<file path="config.mk">
export PLATFORM = sky130hd
export DESIGN_NAME = exc_seq
export DESIGN_NICKNAME = d
export VERILOG_FILES = /design/src/rtl/exc_seq_pkg.sv /design/src/rtl/exc_seq_plan.sv /design/src/rtl/exc_seq_ctl.sv /design/src/rtl/exc_seq_load.sv /design/src/rtl/exc_seq.sv
export SDC_FILE = /design/constraint.sdc
export NUM_CORES = 1
export LEC_CHECK = 0
export BUFFER_PORTS_ARGS = -buffer_cell sky130_fd_sc_hd__buf_2
export CAP_MARGIN = 10
export CORE_ASPECT_RATIO = 1.5
export CORE_MARGIN = 2
export CORE_UTILIZATION = 40
export DETAILED_ROUTE_END_ITERATION = 10
export PLACE_DENSITY_LB_ADDON = 0.15
export SETUP_SLACK_MARGIN = 0.2
export SYNTH_ARGS = -nofsm -noshare
export SYNTH_HDL_FRONTEND = slang
export SYNTH_SLANG_ARGS = --single-unit
</file>
<file path="constraint.sdc">
create_clock -name clk_i -period 3 [get_ports clk_i]
set_clock_uncertainty 0.2 [all_clocks]
set_input_delay 0.6 -clock clk_i [delete_from_list [all_inputs] [get_ports clk_i]]
set_output_delay 0.6 -clock clk_i [all_outputs]
set_load 0.1 [all_outputs]
</file>
<file path="src/rtl/exc_seq_pkg.sv">
package exc_seq_pkg;
  typedef enum logic [1:0] {
    KIND_POR = 2'd0,
    KIND_MAN = 2'd1,
    KIND_IRQ = 2'd2
  } exc_kind_e;

  typedef enum logic [1:0] {
    DST_NONE = 2'd0,
    DST_PC   = 2'd1,
    DST_SP   = 2'd2
  } exc_dst_e;

  typedef enum logic [1:0] {
    ST_IDLE = 2'd0,
    ST_ACC  = 2'd1,
    ST_FIN  = 2'd2
  } exc_st_e;
endpackage

</file>
<file path="src/rtl/exc_seq_plan.sv">
// Per-step access description, purely combinational.
module exc_seq_plan
  import exc_seq_pkg::*;
#(
  parameter int unsigned      XLEN     = 32,
  parameter int unsigned      VEC_W    = 8,
  parameter logic [XLEN-1:0]  VEC_BASE = '0
) (
  input  exc_kind_e        kind_i,
  input  logic [1:0]       step_i,
  input  logic [VEC_W-1:0] vec_i,
  input  logic [XLEN-1:0]  pc_i,
  input  logic [XLEN-1:0]  sr_i,
  input  logic [XLEN-1:0]  sp_i,
  output logic [XLEN-1:0]  addr_o,
  output logic             we_o,
  output logic [XLEN-1:0]  wdata_o,
  output exc_dst_e         dst_o,
  output logic             last_o,
  output logic [XLEN-1:0]  sp_fin_o
);
  localparam int unsigned    WORD_B = XLEN / 8;
  localparam logic [XLEN-1:0] W1 = XLEN'(WORD_B);
  localparam logic [XLEN-1:0] W2 = XLEN'(2 * WORD_B);
  localparam logic [XLEN-1:0] W3 = XLEN'(3 * WORD_B);

  logic [XLEN-1:0] vec_addr;
  assign vec_addr = VEC_BASE + (XLEN'(vec_i) * W1);
  assign sp_fin_o = sp_i - W2;

  always_comb begin
    addr_o  = VEC_BASE;
    we_o    = 1'b0;
    wdata_o = '0;
    dst_o   = DST_NONE;
    last_o  = 1'b0;
    case (kind_i)
      KIND_IRQ: begin
        case (step_i)
          2'd0: begin
            we_o    = 1'b1;
            addr_o  = sp_i - W1;
            wdata_o = sr_i;
          end
          2'd1: begin
            we_o    = 1'b1;
            addr_o  = sp_i - W2;
            wdata_o = pc_i;
          end
          default: begin
            addr_o = vec_addr;
            dst_o  = DST_PC;
            last_o = 1'b1;
          end
        endcase
      end
      KIND_MAN: begin
        if (step_i == 2'd0) begin
          addr_o = VEC_BASE + W2;
          dst_o  = DST_PC;
        end else begin
          addr_o = VEC_BASE + W3;
          dst_o  = DST_SP;
          last_o = 1'b1;
        end
      end
      default: begin
        if (step_i == 2'd0) begin
          addr_o = VEC_BASE;
          dst_o  = DST_PC;
        end else begin
          addr_o = VEC_BASE + W1;
          dst_o  = DST_SP;
          last_o = 1'b1;
        end
      end
    endcase
  end
endmodule

</file>
<file path="src/rtl/exc_seq_ctl.sv">
module exc_seq_ctl
  import exc_seq_pkg::*;
(
  input  logic       clk_i,
  input  logic       rst_ni,
  input  logic       start_i,
  input  logic       ack_i,
  input  logic       last_i,
  output logic       launch_o,
  output logic       fire_o,
  output logic       req_o,
  output logic       done_o,
  output logic [1:0] step_o
);
  exc_st_e    st_q;
  logic [1:0] step_q;

  assign req_o    = (st_q == ST_ACC);
  assign done_o   = (st_q == ST_FIN);
  assign launch_o = (st_q == ST_IDLE) && start_i;
  assign fire_o   = req_o && ack_i;
  assign step_o   = step_q;

  always_ff @(posedge clk_i or negedge rst_ni) begin
    if (!rst_ni) begin
      st_q   <= ST_IDLE;
      step_q <= '0;
    end else begin
      case (st_q)
        ST_IDLE: if (start_i) begin
          st_q   <= ST_ACC;
          step_q <= '0;
        end
        ST_ACC: if (ack_i) begin
          if (last_i) st_q <= ST_FIN;
          else        step_q <= step_q + 2'd1;
        end
        default: st_q <= ST_IDLE;
      endcase
    end
  end
endmodule

</file>
<file path="src/rtl/exc_seq_load.sv">
module exc_seq_load
  import exc_seq_pkg::*;
#(
  parameter int unsigned XLEN = 32
) (
  input  logic            clk_i,
  input  logic            rst_ni,
  input  logic            fire_i,
  input  logic            we_i,
  input  exc_dst_e        dst_i,
  input  logic [XLEN-1:0] rdata_i,
  input  logic            sp_set_i,
  input  logic [XLEN-1:0] sp_val_i,
  output logic [XLEN-1:0] pc_o,
  output logic [XLEN-1:0] sp_o
);
  always_ff @(posedge clk_i or negedge rst_ni) begin
    if (!rst_ni) begin
      pc_o <= '0;
      sp_o <= '0;
    end else begin
      if (fire_i && !we_i) begin
        if (dst_i == DST_PC) pc_o <= rdata_i;
        if (dst_i == DST_SP) sp_o <= rdata_i;
      end
      if (sp_set_i) sp_o <= sp_val_i;
    end
  end
endmodule

</file>
<file path="src/rtl/exc_seq.sv">
module exc_seq
  import exc_seq_pkg::*;
#(
  parameter int unsigned     XLEN     = 32,
  parameter int unsigned     VEC_W    = 8,
  parameter logic [XLEN-1:0] VEC_BASE = '0
) (
  input  logic             clk_i,
  input  logic             rst_ni,
  input  logic             start_i,
  input  logic [1:0]       kind_i,
  input  logic [VEC_W-1:0] vec_i,
  input  logic [XLEN-1:0]  pc_i,
  input  logic [XLEN-1:0]  sr_i,
  input  logic [XLEN-1:0]  sp_i,
  output logic             mem_req_o,
  output logic             mem_we_o,
  output logic [XLEN-1:0]  mem_addr_o,
  output logic [XLEN-1:0]  mem_wdata_o,
  input  logic [XLEN-1:0]  mem_rdata_i,
  input  logic             mem_ack_i,
  output logic [XLEN-1:0]  pc_o,
  output logic [XLEN-1:0]  sp_o,
  output logic             done_o
);
  exc_kind_e        kind_q;
  logic [VEC_W-1:0] vec_q;
  logic [XLEN-1:0]  pc_q, sr_q, sp_q;

  logic       launch, fire, last;
  logic [1:0] step;
  exc_dst_e   dst;
  logic [XLEN-1:0] sp_fin;

  // Context captured once per sequence; later starts never reach it.
  always_ff @(posedge clk_i or negedge rst_ni) begin
    if (!rst_ni) begin
      kind_q <= KIND_POR;
      vec_q  <= '0;
      pc_q   <= '0;
      sr_q   <= '0;
      sp_q   <= '0;
    end else if (launch) begin
      kind_q <= exc_kind_e'(kind_i);
      vec_q  <= vec_i;
      pc_q   <= pc_i;
      sr_q   <= sr_i;
      sp_q   <= sp_i;
    end
  end

  exc_seq_ctl u_ctl (
    .clk_i    (clk_i),
    .rst_ni   (rst_ni),
    .start_i  (start_i),
    .ack_i    (mem_ack_i),
    .last_i   (last),
    .launch_o (launch),
    .fire_o   (fire),
    .req_o    (mem_req_o),
    .done_o   (done_o),
    .step_o   (step)
  );

  exc_seq_plan #(.XLEN(XLEN), .VEC_W(VEC_W), .VEC_BASE(VEC_BASE)) u_plan (
    .kind_i   (kind_q),
    .step_i   (step),
    .vec_i    (vec_q),
    .pc_i     (pc_q),
    .sr_i     (sr_q),
    .sp_i     (sp_q),
    .addr_o   (mem_addr_o),
    .we_o     (mem_we_o),
    .wdata_o  (mem_wdata_o),
    .dst_o    (dst),
    .last_o   (last),
    .sp_fin_o (sp_fin)
  );

  exc_seq_load #(.XLEN(XLEN)) u_load (
    .clk_i    (clk_i),
    .rst_ni   (rst_ni),
    .fire_i   (fire),
    .we_i     (mem_we_o),
    .dst_i    (dst),
    .rdata_i  (mem_rdata_i),
    .sp_set_i (fire && last && (kind_q == KIND_IRQ)),
    .sp_val_i (sp_fin),
    .pc_o     (pc_o),
    .sp_o     (sp_o)
  );
endmodule

</file>
# Word level (Yosys, flattened, before mapping)

Index checks and enable logic that the tools add are counted.

Memories kept: 0
Bits in writable memories: 0
Bits in latches: 0
Flip-flop bits (word level): 174
Bits in read-only memories: 0
Input bits: 142

$mul: 0
Divide/modulo/power cells: 0
Muxes and demuxes: 25
$lt $le $gt $ge: 0
Add/subtract/negate cells: 3
Shifts and indexed selects: 0
Reductions and logical operators: 16
Equal/unequal tests: 11
Bitwise logic cells: 0

Operator list:

| cell                                                                  | count |
|---|---|
| 32-bit case mux with 2 select lines                                   | 3 |
| 32-bit two-way mux                                                    | 4 |
| 32-bit by 3-bit subtractor with 32-bit output, second input constant  | 1 |
| 32-bit by 4-bit subtractor with 32-bit output, second input constant  | 1 |
| 2-bit two-way mux                                                     | 8 |
| 2-bit by 1-bit equality test with 1-bit output, second input constant | 4 |
| 2-bit inequality test, second input constant                          | 4 |
| 2-bit case mux with 2 select lines                                    | 2 |
| 2-bit equality test, second input constant                            | 3 |
| 1-bit two-way mux                                                     | 6 |
| 3-bit two-way mux                                                     | 2 |
| 2-bit nonzero test                                                    | 3 |
| 1-bit logical AND                                                     | 5 |
| 2-bit logical NOT                                                     | 2 |
| 2-bit AND reduction                                                   | 2 |
| 4-bit AND reduction                                                   | 1 |
| 3-bit AND reduction                                                   | 1 |
| 2-bit by 1-bit adder with 2-bit output, second input constant         | 1 |
| 2-bit OR reduction                                                    | 1 |
| 1-bit logical NOT                                                     | 1 |

# Logic depth before layout (Yosys ltp)

Gate-level depths: netlist of run 1.

Depth after elaboration: 8
Gate-level depth with buffers: 10

# Hierarchy

From an unflattened synthesis of run 1, not the netlist that was laid out.

Cell total of the unflattened synthesis: 726
Area total of the unflattened synthesis: 8,891.0 µm²

By module, submodules not included:

| module       | cells each | instances | area an instance (µm²) | seq. area each (µm²) |
|---|---|---|---|---|
| exc_seq      | 225        | 1         | 4,103.9                | 2,652.5 |
| exc_seq_load | 178        | 1         | 2,648.8                | 1,601.5 |
| exc_seq_plan | 302        | 1         | 1,934.4                | 0.0 |
| exc_seq_ctl  | 21         | 1         | 203.9                  | 100.1 |

# Worst setup path after synthesis of run 1

OpenSTA, ideal clock, no wires.

Path kind: reg-to-output
From: register sp_q[3]
To: output port mem_addr_o[27]
Required time: 2.200 ns
Cell stages (with the launch flop): 9
Setup slack: -2.751 ns
Buffers on the path: 1
Arrival time: 4.951 ns
Cells stage by stage: dfrtp_1 -> inv_1 -> ha_1 -> or4b_4 -> or4_1 -> buf_6 -> nor3_2 -> nor2_1 -> nor4_1

Word-level cells in the longest chain between the ends: 3
Elaborated cells between the ends (all ways): 4
Classes of those cells: add/sub (2); mux (2)

RTL lines:

| element                                                                                                               | RTL line                               | text |
|---|---|---|
| start: declaration                                                                                                    | exc_seq.sv:28                          | `logic [XLEN-1:0] pc_q, sr_q, sp_q;` |
| start signal: assignment                                                                                              | exc_seq.sv:48                          | `sp_q <= sp_i;` |
| 32-bit by 4-bit subtractor with 32-bit output / 32-bit by 3-bit subtractor with 32-bit output (equally long branches) | exc_seq_plan.sv:47, exc_seq_plan.sv:42 |  |
| 32-bit case mux with 2 select lines *                                                                                 | exc_seq_plan.sv:39                     | `case (step_i)` |
| 32-bit case mux with 2 select lines *                                                                                 | exc_seq_plan.sv:37                     | `case (kind_i)` |
| end: declaration                                                                                                      | exc_seq.sv:18                          | `output logic [XLEN-1:0] mem_addr_o,` |

Every way passes the cells marked *; elsewhere a longest branch is shown, timed or not.

# Final worst setup path of run 1

From: register sp_q[3]
To: output port mem_addr_o[23]

Same word-level chain as after synthesis.

==> flow_metrics.env, run 1 <==
export IMPL_rows=66
export IMPL_maximum_achievable_frequency_mhz=267
export IMPL_synth_edff_count=0
export IMPL_final_setup_viol_count=28
export IMPL_drive_gt1_share_pct=64.6
export IMPL_tightest_slew_ns=0.626
export IMPL_clk_path_buf_depth=2
export IMPL_grt_antenna_before_repair=1
export IMPL_track_usage_pct=27.1
export IMPL_globalRoute_totalOverflow=0
export IMPL_crit_arrival_ns=2.95
export IMPL_seq_total_area_yosys_pct=49.0
export IMPL_die_height_um=186
export IMPL_post_synth_top_area_fraction_pct=49.0
export IMPL_cell_at_the_root_of_the_clock_tree="sky130_fd_sc_hd__clkbuf_16"
export IMPL_die_width_um=126
export IMPL_synthesis_area_per_instance_um2=10.7
export IMPL_maxcap_viol_count=0
export IMPL_io_pins=273
export IMPL_cts_made_buffers=17
export IMPL_clkTransAtPathRegs_ns=0.07
export IMPL_routed_wl_mm=31.6
export IMPL_worst_endpoint_required_ns=2.20
export IMPL_drc_errors=0
export IMPL_ys_flop_type="sky130_fd_sc_hd__dfrtp_1"
export IMPL_layoutNonFillerInstCount=1526
export IMPL_post_synth_instance_area_mm2=0.00888
export IMPL_gp_congestion=0.973
export IMPL_flip_flop_and_latch_count_after_synthesis=174
export IMPL_grt_max_degree=72
export IMPL_start_util_pct=40.9
export IMPL_areaGrowthSynthToFinish_pct=68.6
export IMPL_violations="negative setup slack"
export IMPL_fin_crit_ns=3.75
export IMPL_crit_type="reg2out"
export IMPL_detailed_place_hpwl_mm=23.0
export IMPL_post_route_cell_area_mm2=0.0150
export IMPL_vias_in_the_first_global_route=8953
export IMPL_routed_via_count_divided_by_cell_count=5.37
export IMPL_timing_final_max_slew_violations=0
export IMPL_grt_first_pass_wirelength_mm=49.3
export IMPL_design_final_nets=1389
export IMPL_busiest_layer="met2"
export IMPL_cts_tree="built"
export IMPL_max_slew_margin_rel_pct=57.9
export IMPL_core_area_mm2=0.0217
export IMPL_synthesis_instances=833
export IMPL_total_die_area_mm2=0.0234
export IMPL_htreeDepth=4
export IMPL_drt_antenna_violating_nets=0
export IMPL_hold_viol_final=0
export IMPL_synth_top_cells_by_area="sky130_fd_sc_hd__dfrtp_1 (49%), sky130_fd_sc_hd__mux2_2 (17%), sky130_fd_sc_hd__o21ai_0 (3.6%), sky130_fd_sc_hd__a22oi_1 (3.1%), sky130_fd_sc_hd__nor2b_1 (2.7%)"
export IMPL_route_detailed_wl_per_inst_um=20.7
export IMPL_synth_async_sr_flop_share_pct=100
export IMPL_numPortBuffers=272
export IMPL_rsz0062_at_grt="yes"
export IMPL_clkLatencyLatePin_ns=0.44
export IMPL_n_fill_cell=1657
export IMPL_run_status="finished with violations"
export IMPL_worstPathMaxFanout=2
export IMPL_use_met1_pct=27.7
export IMPL_worst_slack_ns=-0.746
export IMPL_post_route_period_util_pct=125
export IMPL_routed_via_count=8193
export IMPL_cts_sink_count=174
export IMPL_dr_pass1_iters=5
export IMPL_critical_path_endpoint_type="primary output"
export IMPL_mappedNetlistNets=982
export IMPL_initialDrtViolationCount=302
export IMPL_holdCritPathClass="in2reg"
export IMPL_cp_start_kind="flip-flop"
export IMPL_placement_cell_area_mm2=0.0131
export IMPL_grtUsageMet3_pct=7.08
export IMPL_grt_use_met2_pct=49.9
export IMPL_netlist_cell_type_count=58
export IMPL_hold_ws_ns=0.168
export IMPL_synth_yosys_warnings=0
export IMPL_post_place_cells=1453
export IMPL_synth_area_leader_cell="sky130_fd_sc_hd__dfrtp_1"
## metal layers
metal / part of all wire [%] / routed length [µm] / vias to the layer above
li1: - / - / 3810
met1: 35 / 11100 / 4026
met4: 5.2 / 1640 / 0
met5: 0 / 0 / -
met2: 54 / 16900 / 279
met3: 6.1 / 1930 / 78
## through the flow
step	TNS, ns	utilization (%)	setup WS [ns]
final	-14.63	68.9	-0.746
after global routing	-16.86	68.9	-0.828
after CTS	-12.75	67.7	-0.793
after detailed placement	-2.78	60.3	-0.308
after global placement	-2.31	60.3	-0.276
after floorplan	-8.67	-	-0.745
## cell type report
type | count | area, µm² | share of cell area, %
clock inverters | 12 | 183 | 1.22
clock buffers | 20 | 457 | 3.05
repair buffers | 450 | 3990 | 26.7
inverters | 16 | 76.3 | 0.510
well taps | 272 | 340 | 2.27
multi-input cells | 581 | 5550 | 37.1
diodes | 1 | 2.50 | 0.0167
flip-flops and latches | 174 | 4360 | 29.1
## cell families after synthesis
family / after synthesis / synth area share, %
flip-flops: 174 / 49.0
AO/OA/AOI/OAI: 184 / 13.0
XOR/XNOR: 22 / 2.17
adder cells (fa/ha/maj): 7 / 0.987
multiplexers: 138 / 17.4
AND/OR/NAND/NOR: 230 / 13.8
buffers and inverters: 78 / 3.59
## registers in the layout, indices dropped and copies added, names as in the netlist, 8 cells and up
| signal | flops |
|---|---|
| vec_q | 8 |
| u_load.sp_o | 32 |
| sr_q | 32 |
| u_load.pc_o | 32 |
| pc_q | 32 |
| sp_q | 32 |
## synthesized netlist by cell type (10+ instances only)
cell / number
sky130_fd_sc_hd__nor2b_1: 38
sky130_fd_sc_hd__a21oi_1: 38
sky130_fd_sc_hd__clkbuf_1: 49
sky130_fd_sc_hd__a22oi_1: 37
sky130_fd_sc_hd__nor2_1: 47
sky130_fd_sc_hd__o21ai_0: 64
sky130_fd_sc_hd__mux2_2: 132
sky130_fd_sc_hd__or4_1: 10
sky130_fd_sc_hd__nor3_1: 12
sky130_fd_sc_hd__nand2_1: 51
sky130_fd_sc_hd__dfrtp_1: 174
sky130_fd_sc_hd__or3_1: 13
sky130_fd_sc_hd__xnor2_1: 15
sky130_fd_sc_hd__inv_1: 16
sky130_fd_sc_hd__nor4_1: 11
sky130_fd_sc_hd__nand3_1: 15
## path summary, 6_finish.rpt
kind                                     start               to  slack, ns  depth (start not counted)
max in group asynchronous               rst_ni         pc_q[26]       1.38                          3
min in group asynchronous               rst_ni  u_load.pc_o[15]       0.46                          2
worst max register to register         sp_q[3]  u_load.sp_o[21]       0.23                          9
worst min-delay path                  sp_i[28]         sp_q[28]       0.17                          3
worst min register to register  u_load.sp_o[8]   u_load.sp_o[8]       0.28                          2
worst max-delay path                   sp_q[3]   mem_addr_o[23]      -0.75                          8
## critical path, stage by stage, from the launching register on
cell and delay [ns]:
sky130_fd_sc_hd__dfrtp_1 0.40, sky130_fd_sc_hd__inv_2 0.09, sky130_fd_sc_hd__ha_4 0.14, sky130_fd_sc_hd__or4b_4 0.45
sky130_fd_sc_hd__or4_4 0.44, sky130_fd_sc_hd__or2_4 0.25, sky130_fd_sc_hd__or3_4 0.39, sky130_fd_sc_hd__a21oi_4 0.16
sky130_fd_sc_hd__buf_12 0.19
## cell usage in the layout (no fill, tap or decap), drive strengths merged, types with 4 or more instances in the layout
cell type    n
or4         10
mux2       132
a22oi       37
a311oi       6
nand2b       8
clkbuf      22
nand2       51
dfrtp      174
xor2         7
buf        446
o22ai        7
or3         13
nor3b        4
nor4        12
nor3        14
inv         17
o21ai       64
mux2i        6
xnor2       15
a21oi       38
ha           7
or2          4
clkinv       4
nor2b       38
nand3       15
bufinv       4
nor2        47
and3         5
## timing repair
item	4_1_cts	5_1_grt
setup endpoints to repair	65	62
endpoints found under the hold margin	43	0
hold buffers	1	0
gates resized for setup	141	46
setup buffers	30	5
pin swaps	39	16
gates cloned	3	1
Power of run 1 is left out: the tool's default activity adds up to more than one toggle a clock period on the data nets, which glitch-free logic cannot reach.
==> inputs of run 2 (changes only) <==
- ABC_AREA: not set -> 1
- CORE_ASPECT_RATIO: 1.5 -> not set
==> run 2 against run 1 <==
- the flow still finishes with violations (negative setup slack)
- flip-flop and latch count stayed put
- final area rose by 2.7%
- maximum frequency rose by 20%
- via count increased by 15%
- global-route usage is 1.2 points lower
- sequential share of layout area is 0.72 points lower
- non-clock buffer count shrank 53
- synthesized area rose by 3.2%
- critical endpoint is now mem_addr_o[25]
- routed wire length increased by 6.6%
- first-iteration DRC count grew to 2.6 times the previous value
==> flow_metrics.env, run 2 <==
export IMPL_run_status="finished with violations"
export IMPL_violations="negative setup slack"
export IMPL_dr_pass1_iters=5
export IMPL_fin_crit_ns=3.11
export IMPL_post_synth_instance_area_mm2=0.00916
export IMPL_postLayoutCoreUtil_pct=68.1
export IMPL_final_setup_viol_count=15
export IMPL_flip_flop_and_latch_count_after_synthesis=174
export IMPL_holdCritPathClass="in2reg"
export IMPL_design_final_nets=1624
export IMPL_routed_via_count_divided_by_cell_count=5.28
export IMPL_core_area_mm2=0.0226
export IMPL_htreeDepth=4
export IMPL_cts_made_buffers=17
export IMPL_timing_final_max_slew_violations=0
export IMPL_routed_via_count=9396
export IMPL_die_height_um=155
export IMPL_routed_wl_mm=33.7
export IMPL_detailed_place_hpwl_mm=22.2
export IMPL_clkTransAtPathRegs_ns=0.08
export IMPL_cts_sink_count=174
export IMPL_track_usage_pct=25.9
export IMPL_grt_max_degree=65
export IMPL_initialDrtViolationCount=782
export IMPL_worst_slack_ns=-0.114
export IMPL_vias_in_the_first_global_route=8982
export IMPL_seq_total_area_yosys_pct=47.5
export IMPL_io_pins=273
export IMPL_ys_top_cells_by_count="sky130_fd_sc_hd__nand2_1 (259), sky130_fd_sc_hd__dfrtp_1 (174), sky130_fd_sc_hd__a21oi_1 (137)"
export IMPL_worstPathMaxFanout=4
export IMPL_drt_antenna_violating_nets=0
export IMPL_synth_yosys_warnings=0
export IMPL_worst_endpoint_required_ns=2.20
export IMPL_post_synth_top_area_fraction_pct=47.5
export IMPL_crit_type="reg2out"
export IMPL_hold_viol_final=0
export IMPL_gp_congestion=0.911
export IMPL_globalRoute_totalOverflow=0
export IMPL_clk_path_buf_depth=2
export IMPL_highest_count_cells_in_the_layout_ignoring_fill_and_taps="sky130_fd_sc_hd__buf_2 (206), sky130_fd_sc_hd__dfrtp_1 (163), sky130_fd_sc_hd__nand2_1 (160), sky130_fd_sc_hd__a21oi_1 (81)"
export IMPL_cell_at_the_root_of_the_clock_tree="sky130_fd_sc_hd__clkbuf_16"
export IMPL_maxcap_viol_count=0
export IMPL_cts_tree="built"
export IMPL_synth_area_leader_cell="sky130_fd_sc_hd__dfrtp_1"
export IMPL_n_fill_cell=1773
export IMPL_grt_antenna_before_repair=9
export IMPL_ys_flop_type="sky130_fd_sc_hd__dfrtp_1"
export IMPL_synthesis_area_per_instance_um2=8.24
export IMPL_setup_reg_to_reg_worst_slack_ns=0.52
export IMPL_drc_errors=0
export IMPL_synth_edff_count=0
export IMPL_areaGrowthSynthToFinish_pct=67.8
export IMPL_synth_top_cells_by_area="sky130_fd_sc_hd__dfrtp_1 (48%), sky130_fd_sc_hd__nand2_1 (11%), sky130_fd_sc_hd__mux2_2 (9.0%), sky130_fd_sc_hd__a21oi_1 (7.5%), sky130_fd_sc_hd__nor2_1 (4.4%)"
export IMPL_grt_first_pass_wirelength_mm=48.9
export IMPL_drive_gt1_share_pct=54.0
export IMPL_synth_async_sr_flop_share_pct=100
export IMPL_max_slew_margin_rel_pct=59.9
export IMPL_maximum_achievable_frequency_mhz=321
export IMPL_setup_tns_ns=-0.621
export IMPL_numPortBuffers=272
export IMPL_die_width_um=155
export IMPL_rsz0062_at_grt="yes"
export IMPL_tightest_slew_ns=0.602
export IMPL_route_detailed_wl_per_inst_um=18.9
export IMPL_critical_path_endpoint_type="primary output"
export IMPL_final_common_cell="sky130_fd_sc_hd__buf_2"
export IMPL_netlist_cell_type_count=36
export IMPL_yosys_cell_count_top_type="sky130_fd_sc_hd__nand2_1"
export IMPL_clkLatencyLatePin_ns=0.43
export IMPL_start_util_pct=40.6
export IMPL_mappedNetlistNets=1261
export IMPL_rows=55
export IMPL_hold_ws_ns=0.194
export IMPL_post_route_period_util_pct=104
export IMPL_synthesis_instances=1112
export IMPL_cp_start_kind="flip-flop"
export IMPL_crit_arrival_ns=2.31
export IMPL_total_die_area_mm2=0.0241
==> run 2: cell types whose count changed after synthesis, moves of 37 or more <==
cell / previous run / this run
sky130_fd_sc_hd__inv_1: 16 / 95
sky130_fd_sc_hd__a21oi_1: 38 / 137
sky130_fd_sc_hd__mux2_2: 132 / 73
sky130_fd_sc_hd__a22oi_1: 37 / 0
sky130_fd_sc_hd__nand2_1: 51 / 259
sky130_fd_sc_hd__o21ai_1: 0 / 55
sky130_fd_sc_hd__nor2_1: 47 / 107
sky130_fd_sc_hd__nor2b_1: 38 / 0
==> run 2: logic make-up after synthesis <==
kind of cell | Yosys count | share of synthesized area, %
mux | 73 | 8.97
compound gates | 234 | 13.3
fa+ha+maj | 7 | 0.956
simple gates | 453 | 21.0
xor+xnor | 14 | 1.34
buf+inv | 157 | 6.87
flops | 174 | 47.5
==> run 2: layout make-up <==
cell class / instances / area (µm²) / share of cell area (%)
Multi-Input combinational cell: 781 / 5880 / 38.3
Sequential cell: 174 / 4370 / 28.4
Timing Repair Buffer: 397 / 3730 / 24.3
Clock inverter: 15 / 179 / 1.16
Tap cell: 285 / 357 / 2.32
Antenna cell: 5 / 12.5 / 0.0814
Clock buffer: 17 / 425 / 2.77
Inverter: 104 / 415 / 2.70
==> run 2: worst max-delay path, stage by stage (launching register included) <==
cell                      delay [ns]
sky130_fd_sc_hd__dfrtp_2        0.46
sky130_fd_sc_hd__nor2_4         0.17
sky130_fd_sc_hd__nand2_2        0.12
sky130_fd_sc_hd__nor2_2         0.25
sky130_fd_sc_hd__buf_4          0.18
sky130_fd_sc_hd__nand3_1        0.09
sky130_fd_sc_hd__nand2_1        0.11
sky130_fd_sc_hd__nand3_2        0.08
sky130_fd_sc_hd__a21oi_4        0.21
sky130_fd_sc_hd__buf_12         0.20
==> run 2: worst paths after layout <==
check / from / endpoint / cells after the start
max in group asynchronous: rst_ni / sp_q[12] / 3
setup reg to reg: u_ctl.step_o[1] / u_load.sp_o[22] / 9
min in group asynchronous: rst_ni / u_load.pc_o[22] / 2
hold reg to reg: u_load.pc_o[31] / u_load.pc_o[31] / 2
setup / recovery: sp_q[12] / mem_addr_o[25] / 9
hold / removal: pc_i[8] / pc_q[8] / 2
==> run 2: stage by stage <==
| step | cells | cell area [µm²] | setup WS, ns |
|---|---|---|---|
| after floorplan | 1112 | 9740 | -0.153 |
| after global placement | 1646 | 12500 | 0.148 |
| after detailed placement | 1646 | 12500 | 0.121 |
| after CTS | 1736 | 14200 | -0.0132 |
| after global routing | 1774 | 15400 | -0.172 |
| final | 1778 | 15400 | -0.114 |
==> run 2: repair_timing <==
item,4_1_cts,5_1_grt
pin swaps,66,83
resized for setup,162,191
setup buffers,55,27
hold buffers,1,0
setup endpoints to repair,57,63
cloned,2,10
hold endpoints to repair,55,0
==> run 2: routing by layer <==
layer	global-route usage, %	part of all wire (%)
met4	8.43	3.4
met1	33.7	41
met2	40.9	45
met5	0	0.18
met3	8.77	9.8
Power of run 2 is left out for the same reason.
==> inputs of run 3 (changes only) <==
- BUFFER_PORTS_ARGS: -buffer_cell sky130_fd_sc_hd__buf_2 -> not set
- CTS_CLUSTER_DIAMETER: not set -> 50
- DONT_BUFFER_PORTS: not set -> 1
- TNS_END_PERCENT: not set -> 5
==> run 3 against run 2 <==
- the run ends with negative hold slack, negative setup slack left
- final area fell by 18%
- critical path depth grew 2
- routed wire length fell by 15%
- global-route usage is 2.2 points lower
- final cell count down 16%
- largest cell class unchanged
==> flow_metrics.env, run 3 (synthesized netlist as in run 2, its figures left out) <==
export IMPL_timing_final_max_slew_violations=0
export IMPL_hold_viol_final=174
export IMPL_gp_congestion=0.892
export IMPL_drc_errors=0
export IMPL_die_width_um=155
export IMPL_crit_arrival_ns=2.29
export IMPL_final_common_cell="sky130_fd_sc_hd__nand2_1"
export IMPL_core_area_mm2=0.0226
export IMPL_clkLatencyLatePin_ns=0.43
export IMPL_post_route_period_util_pct=103
export IMPL_cp_start_kind="flip-flop"
export IMPL_worst_endpoint_required_ns=2.20
export IMPL_dpl_worst_slack_ns=0.143
export IMPL_final_setup_viol_count=16
export IMPL_clk_path_buf_depth=2
export IMPL_dr_pass1_iters=4
export IMPL_io_pins=273
export IMPL_globalRoute_totalOverflow=0
export IMPL_areaGrowthSynthToFinish_pct=37.6
export IMPL_drive_gt1_share_pct=35.8
export IMPL_detailed_place_hpwl_mm=20.3
export IMPL_design_final_nets=1344
export IMPL_maxcap_viol_count=0
export IMPL_clkTransAtPathRegs_ns=0.08
export IMPL_highest_count_cells_in_the_layout_ignoring_fill_and_taps="sky130_fd_sc_hd__nand2_1 (225), sky130_fd_sc_hd__dfrtp_1 (163), sky130_fd_sc_hd__a21oi_1 (84), sky130_fd_sc_hd__inv_1 (83), sky130_fd_sc_hd__nor2_1 (77)"
export IMPL_total_die_area_mm2=0.0241
export IMPL_crit_type="reg2out"
export IMPL_track_usage_pct=23.7
export IMPL_rsz0062_at_grt="yes"
export IMPL_route_detailed_wl_per_inst_um=19.1
export IMPL_routed_via_count_divided_by_cell_count=5.24
export IMPL_rows=55
export IMPL_numPortBuffers=0
export IMPL_htreeDepth=4
export IMPL_routed_wl_mm=28.5
export IMPL_maximum_achievable_frequency_mhz=324
export IMPL_grt_antenna_before_repair=6
export IMPL_worst_r2r_path_depth=10
export IMPL_postLayoutCoreUtil_pct=55.8
export IMPL_violations="negative hold slack, negative setup slack"
export IMPL_routed_via_count=7827
export IMPL_run_status="finished with violations"
export IMPL_vias_in_the_first_global_route=7913
export IMPL_worstPathMaxFanout=7
export IMPL_cts_made_buffers=17
export IMPL_hold_ws_ns=-0.338
export IMPL_cts_sink_count=174
export IMPL_drt_antenna_violating_nets=0
export IMPL_worst_slack_ns=-0.0892
export IMPL_grt_first_pass_wirelength_mm=44.5
export IMPL_critical_path_endpoint_type="primary output"
export IMPL_max_slew_margin_rel_pct=37.4
export IMPL_cell_at_the_root_of_the_clock_tree="sky130_fd_sc_hd__clkbuf_16"
export IMPL_die_height_um=155
export IMPL_start_util_pct=40.6
export IMPL_initialDrtViolationCount=441
export IMPL_tightest_slew_ns=0.940
export IMPL_cts_tree="built"
export IMPL_holdCritPathClass="in2async"
export IMPL_grt_max_degree=175
export IMPL_fin_crit_ns=3.09
-- run 3: worst paths after layout --
path | to | startpoint | slack (ns)
worst max-delay path | mem_addr_o[29] | sp_q[4] | -0.09
worst max register to register | u_load.sp_o[7] | u_ctl.step_o[1] | 0.50
worst min register to register | sr_q[29] | sr_q[29] | 0.31
worst min-delay path | u_load.pc_o[5] | rst_ni | -0.34
min in group clk_i | u_load.pc_o[4] | mem_rdata_i[4] | 0.10
max in group asynchronous | pc_q[5] | rst_ni | 2.65
-- run 3: layer usage --
| metal | up-vias | global-route usage [%] | wire, µm |
|---|---|---|---|
| li1 | 3804 | - | - |
| met2 | 248 | 38.6 | 13500 |
| met1 | 3739 | 29.3 | 11700 |
| met5 | - | 0 | 37 |
| met4 | 6 | 6.07 | 402 |
| met3 | 30 | 9.69 | 2890 |
-- run 3: what timing repair did --
item	in CTS	in global routing
gates resized for setup	92	74
cloned	0	0
setup buffers	20	11
setup endpoints to repair	64	64
pin swaps	37	32
hold endpoints to repair	174	174
-- run 3: per-stage QoR --
step	hold WS [ns]	instance area (µm²)	TNS (ns)	std cells
after floorplan	0.104	9470	-1.93	1112
after global placement	0.111	11200	0	1430
after detailed placement	0.109	11200	0	1430
after CTS	-0.359	12200	-0.434	1482
after global routing	-0.365	12600	-3.24	1493
final	-0.338	12600	-0.691	1495
-- run 3: cell type report --
type | count | area, µm²
well taps | 285 | 357
inverters | 104 | 399
multi-input cells | 781 | 5030
flip-flops and latches | 174 | 4370
repair buffers | 117 | 1820
diodes | 2 | 5.00
fillers | 2044 | 9970
clock inverters | 15 | 195
clock buffers | 17 | 425
-- run 3: critical path: stages, from the launching register on --
cell	delay (ns)
sky130_fd_sc_hd__dfrtp_1	0.44
sky130_fd_sc_hd__inv_2	0.13
sky130_fd_sc_hd__ha_4	0.22
sky130_fd_sc_hd__nand2_8	0.09
sky130_fd_sc_hd__nor2_8	0.21
sky130_fd_sc_hd__nand2_4	0.09
sky130_fd_sc_hd__nor2_2	0.10
sky130_fd_sc_hd__nand2_1	0.07
sky130_fd_sc_hd__nand2_2	0.08
sky130_fd_sc_hd__nand2_2	0.06
sky130_fd_sc_hd__a21oi_4	0.18
sky130_fd_sc_hd__buf_12	0.19
Power of run 3 is left out for the same reason.
